$ cat src/rtl/coarse_delay_ramp.sv
module coarse_delay_ramp #(
  parameter int CODE_W    = 8,
  parameter int FINE_W    = 8,
  parameter int TICK_W    = 8,
  parameter int DIV_W     = 10,
  parameter int FAST_STEP = 4
) (
  input  logic              clk,
  input  logic              rst_n,
  input  logic [CODE_W-1:0] tgt_coarse,
  input  logic              tgt_wr,
  input  logic [FINE_W-1:0] fine_in,
  input  logic              inv_in,
  input  logic              ramp_en,
  input  logic              ramp_fast,
  output logic [CODE_W-1:0] coarse_out,
  output logic [FINE_W-1:0] fine_out,
  output logic              inv_out,
  output logic              busy
);

  localparam logic [CODE_W-1:0] STEP_SLOW = CODE_W'(1);
  localparam logic [CODE_W-1:0] STEP_FAST = CODE_W'(FAST_STEP);

  logic [DIV_W-1:0]  cnt_q;
  logic [CODE_W-1:0] tgt_q;
  logic [CODE_W-1:0] cur_q;
  logic [CODE_W-1:0] cur_d;
  logic [CODE_W-1:0] gap;
  logic [CODE_W-1:0] stride;
  logic [CODE_W-1:0] mv;
  logic              up;
  logic              tick;
  logic              dtick;

  assign tick   = &cnt_q[TICK_W-1:0];
  assign dtick  = &cnt_q;
  assign up     = tgt_q > cur_q;
  assign gap    = up ? (tgt_q - cur_q) : (cur_q - tgt_q);
  assign stride = ramp_fast ? STEP_FAST : STEP_SLOW;
  assign mv     = (gap < stride) ? gap : stride;

  always_comb begin
    cur_d = cur_q;
    if (ramp_en) begin
      if (tick && busy) cur_d = up ? (cur_q + mv) : (cur_q - mv);
    end else if (dtick) begin
      cur_d = tgt_q;
    end
  end

  always_ff @(posedge clk) begin
    if (!rst_n) begin
      cnt_q <= '0;
      tgt_q <= '0;
      cur_q <= '0;
    end else begin
      cnt_q <= cnt_q + 1'b1;
      cur_q <= cur_d;
      if (tgt_wr) tgt_q <= tgt_coarse;
    end
  end

  assign coarse_out = cur_q;
  assign busy       = cur_q != tgt_q;
  assign fine_out   = fine_in;
  assign inv_out    = inv_in;

  AST_RESET_ZERO: assert property (@(posedge clk) !rst_n |=> (coarse_out == '0 && !busy));
  AST_NO_MOVE_OFF_TICK: assert property (@(posedge clk) disable iff (!rst_n)
    !tick |=> $stable(coarse_out));
  AST_SLOW_UNIT_STEP: assert property (@(posedge clk) disable iff (!rst_n)
    (tick && ramp_en && !ramp_fast && busy) |=>
    ((coarse_out - $past(coarse_out) == CODE_W'(1)) || ($past(coarse_out) - coarse_out == CODE_W'(1))));
  AST_FAST_NO_OVERSHOOT_UP: assert property (@(posedge clk) disable iff (!rst_n)
    (tick && ramp_en && busy && coarse_out < tgt_q) |=>
    (coarse_out > $past(coarse_out) && coarse_out <= $past(tgt_q)));
  AST_FAST_NO_OVERSHOOT_DN: assert property (@(posedge clk) disable iff (!rst_n)
    (tick && ramp_en && busy && coarse_out > tgt_q) |=>
    (coarse_out < $past(coarse_out) && coarse_out >= $past(tgt_q)));
  AST_IDLE_HOLDS: assert property (@(posedge clk) disable iff (!rst_n)
    (!busy && !tgt_wr) |=> ($stable(coarse_out) && !busy));
  AST_DIRECT_LANDS: assert property (@(posedge clk) disable iff (!rst_n)
    (dtick && !ramp_en) |=> (coarse_out == $past(tgt_q)));
  AST_PASS_THROUGH: assert property (@(posedge clk)
    (fine_out == fine_in && inv_out == inv_in));

endmodule

$ cat config.mk
export PLATFORM = sky130hd
export DESIGN_NAME = coarse_delay_ramp
export DESIGN_NICKNAME = d
export VERILOG_FILES = /design/src/rtl/coarse_delay_ramp.sv
export SDC_FILE = /design/constraint.sdc
export NUM_CORES = 1
export LEC_CHECK = 0
export BUFFER_PORTS_ARGS = -buffer_cell sky130_fd_sc_hd__buf_4
export CAP_MARGIN = 20
export CORE_MARGIN = 2
export CORE_UTILIZATION = 57
export DETAILED_ROUTE_END_ITERATION = 6
export PLACE_DENSITY = 0.8
export SYNTH_ARGS = -nofsm -noshare
export SYNTH_HDL_FRONTEND = slang
export SYNTH_SLANG_ARGS = --single-unit
$ cat constraint.sdc
create_clock -name clk -period 6.31 [get_ports clk]
set_input_delay 1.262 -clock clk [delete_from_list [all_inputs] [get_ports clk]]
set_output_delay 1.262 -clock clk [all_outputs]
set_load 0.01 [all_outputs]
==> flow_summary_export.csv <==
group,metric,value,unit
run_status,outcome,"finished clean",
power,sw_frac_of_total,33.3,%
critical_path,cp-endpoint,"coarse_out[7]",
synthesis,syn_area,2400,um2
clocking,clock_latency,0.28,ns
critical_path,r2r_cells,25,
place,placed_area,2500,um2
final_layout,drive_gt1_share,14.7,%
critical_path,arrival,5.87,ns
detailed_routing,wirelength,4910,um
synthesis,syn-num-nets,330,
critical_path,crit_path_start,"coarse_out[1]",
sta,hold_viol,0,
critical_path,r2r_end,"coarse_out[7]",
sta,max_freq,0.176,GHz
power,clkPwrFrac,24.3,%
critical_path,cp_num_cells,25,
critical_path,max_stage_delay,0.53,ns
sta,period_needed,5.69,ns
critical_path,critPathLaunchType,"register",
critical_path,cpMaxStageDelayCell,"dfxtp_1",
clocking,htree_levels,1,
global_routing,grt_pass1_wl,8250,um
global_routing,grt.total_usage,23.3,%
critical_path,r2r_start,"coarse_out[1]",
detailed_routing,ant_nets,0,
critical_path,rrSetupSlack,0.62,ns
place,gp_congestion,0.850,
sta,report.final.slew_viol_count,0,
sta,relSlewSlack,72.5,%
power,peakVddDrop,0.000169,V
synthesis,synth_area_per_cell,8.57,um2
final_layout,fin_nets,337,
detailed_routing,wire_per_inst,14.6,um
synthesis,seq_area_frac_synth,21.7,%
final_layout,final_common_cell,"dfxtp_1",
final_layout,antenna_cells,0,
sta,rsz0062_at_grt,"false",
critical_path,end_kind,"register",
detailed_routing,drc_errors,0,
detailed_routing,viasPerCell,5.63,
sta,clock_skew,0.00262,ns
global_routing,grt_antenna_before_repair,0,
critical_path,required,6.49,ns
detailed_routing,first_iter_violations,99,
final_layout,layout_common_cells,"dfxtp_1, ha_1, inv_1, buf_4, nor2_1",
clocking,root_buffer,"clkbuf_8",
critical_path,crit_top_cell,"a21o_1",
power,switchingPower,0.151,mW
final_layout,final_util,63.3,%
power,leakage,1.21,nW
detailed_routing,dr.pass1.iters,4,
die,dieArea,4750,um2
power,seqPwrFrac,38.2,%
die,boundaryPins,40,
clocking,cts_hold_buf,0,
synthesis,synthCells,280,
power,intPower,0.302,mW
die,die_h,68.9,um
clocking,clkSinkCount,26,
worst_hold_path,min-delay-path-class,"reg2reg",
power,p_per_area,178,nW/um2
synthesis,synth_cell_types,52,
global_routing,grt_max_degree,28,
critical_path,path_buf_inv,3,
detailed_routing,vias,1893,
clocking,post-cts-setup-buffers,0,
clocking,cts_resized,0,
sta,tightest_slew,0.412,ns
global_routing,grt_pass1_vias,1843,
sta,fin_crit_sh,90.2,%
sta,tns,0,ns
final_layout,final_area,2550,um2
clocking,cts_tree,"yes",
die,rows,23,
critical_path,worstSetupPathType,"reg2reg",
critical_path,crit_fanout,7,
place,port_buffers,21,
die,initial_utilization,59.6,%
die,dieWidth,68.9,um
place,dp_hpwl,3870,um
clocking,clockBufferDepth,2,
die,coreArea,4030,um2
final_layout,syn_to_final_growth,6.31,%
clocking,cts_made_buffers,3,
sta,finalSetupViolations,0,
critical_path,cp_top_family,"compound AO/OA/AOI/OAI gates",
synthesis,ys_warn_count,0,
power,combPwrFrac,37.5,%
global_routing,gr-total-overflow,0,
run,maxCapViolations,0,
synthesis,ys_seq_elements,26,
clocking,path_clk_slew,0.09,ns
## registers in the layout (all words and copies together) (netlist names)
signal / flops
cnt_q: 10
tgt_q: 8
coarse_out: 8
## through the flow
stage,setup WS (ns),hold slack [ns],cells,power [mW]
after floorplan,0.851,0.420,280,0.320
after global placement,0.921,0.437,332,0.342
after detailed placement,0.625,0.450,332,0.346
after CTS,0.595,0.464,336,0.453
after global routing,0.236,0.493,336,0.479
final,0.619,0.459,336,0.453
## per-layer routing
layer,wire length [um],global-route usage [%],up-vias
met5,0,0,-
met4,80,6.86,0
met3,189,3.73,9
met2,2360,40.4,37
met1,2280,29.6,878
li1,-,-,969
## cells in the mapped netlist (all sizes together)
cell type | instances | area, um2
a211o | 1 | 8.76
inv | 23 | 86.3
o31ai | 1 | 7.51
buf | 15 | 116
a21oi | 13 | 68.8
ha | 25 | 313
or2b | 1 | 7.51
or3 | 1 | 6.26
nand4 | 1 | 12.5
o2bb2ai | 1 | 8.76
nand2 | 13 | 48.8
a211oi | 5 | 67.6
xnor2 | 10 | 87.6
or2 | 1 | 6.26
or3b | 1 | 8.76
nand2b | 1 | 13.8
nor2b | 14 | 87.6
a21boi | 1 | 7.51
o2111ai | 1 | 8.76
clkbuf | 6 | 22.5
dfxtp | 26 | 521
a21o | 12 | 90.1
fa | 3 | 60.1
nor3 | 4 | 25.0
xor2 | 10 | 87.6
mux2i | 14 | 144
a31oi | 4 | 25.0
o22ai | 1 | 6.26
o211a | 5 | 57.6
a31o | 2 | 17.5
and3 | 4 | 25.0
o31a | 1 | 8.76
o21a | 7 | 52.6
o21ai | 10 | 53.8
nor2 | 19 | 71.3
and4 | 2 | 17.5
o211ai | 5 | 42.5
and2 | 9 | 56.3
nand3 | 5 | 25.0
nor4 | 2 | 18.8
## power by group through the flow
stage	registers [mW]	clock network, mW	logic, mW
2_1_floorplan	0.176	0	0.144
3_3_place_gp	0.177	0	0.165
3_5_place_dp	0.177	0	0.169
4_1_cts	0.173	0.110	0.170
5_1_grt	0.174	0.117	0.188
6_report	0.173	0.110	0.170
## cells by family after synthesis
| logic type | count (synthesis) | share of synthesized area (%) |
|---|---|---|
| AO/OA/AOI/OAI | 70 | 22.2 |
| AND/OR/NAND/NOR | 78 | 17.9 |
| multiplexers | 14 | 6.00 |
| XOR/XNOR | 20 | 7.30 |
| adder cells (fa/ha/maj) | 28 | 15.5 |
| buffers and inverters | 44 | 9.38 |
| flip-flops | 26 | 21.7 |
## worst min-delay path by stage
stage	startpoint	endpoint	slack (ns)	cells past startpoint
floorplan	cnt_q[0]	cnt_q[0]	0.42	1
global placement	cnt_q[0]	cnt_q[0]	0.44	1
detailed placement	cnt_q[0]	cnt_q[0]	0.45	1
CTS	cnt_q[0]	cnt_q[0]	0.46	1
global route	cnt_q[0]	cnt_q[0]	0.49	1
finish	cnt_q[0]	cnt_q[0]	0.46	1
## final cells by class
| class | count | area, um2 |
|---|---|---|
| Fill cell | 361 | 1480 |
| Tap cell | 50 | 62.6 |
| Inverter | 23 | 86.3 |
| Timing Repair Buffer | 23 | 173 |
| Clock buffer | 4 | 55.1 |
| Sequential cell | 26 | 520 |
| Multi-Input combinational cell | 210 | 1650 |
Power figures use the tool's default switching activity.
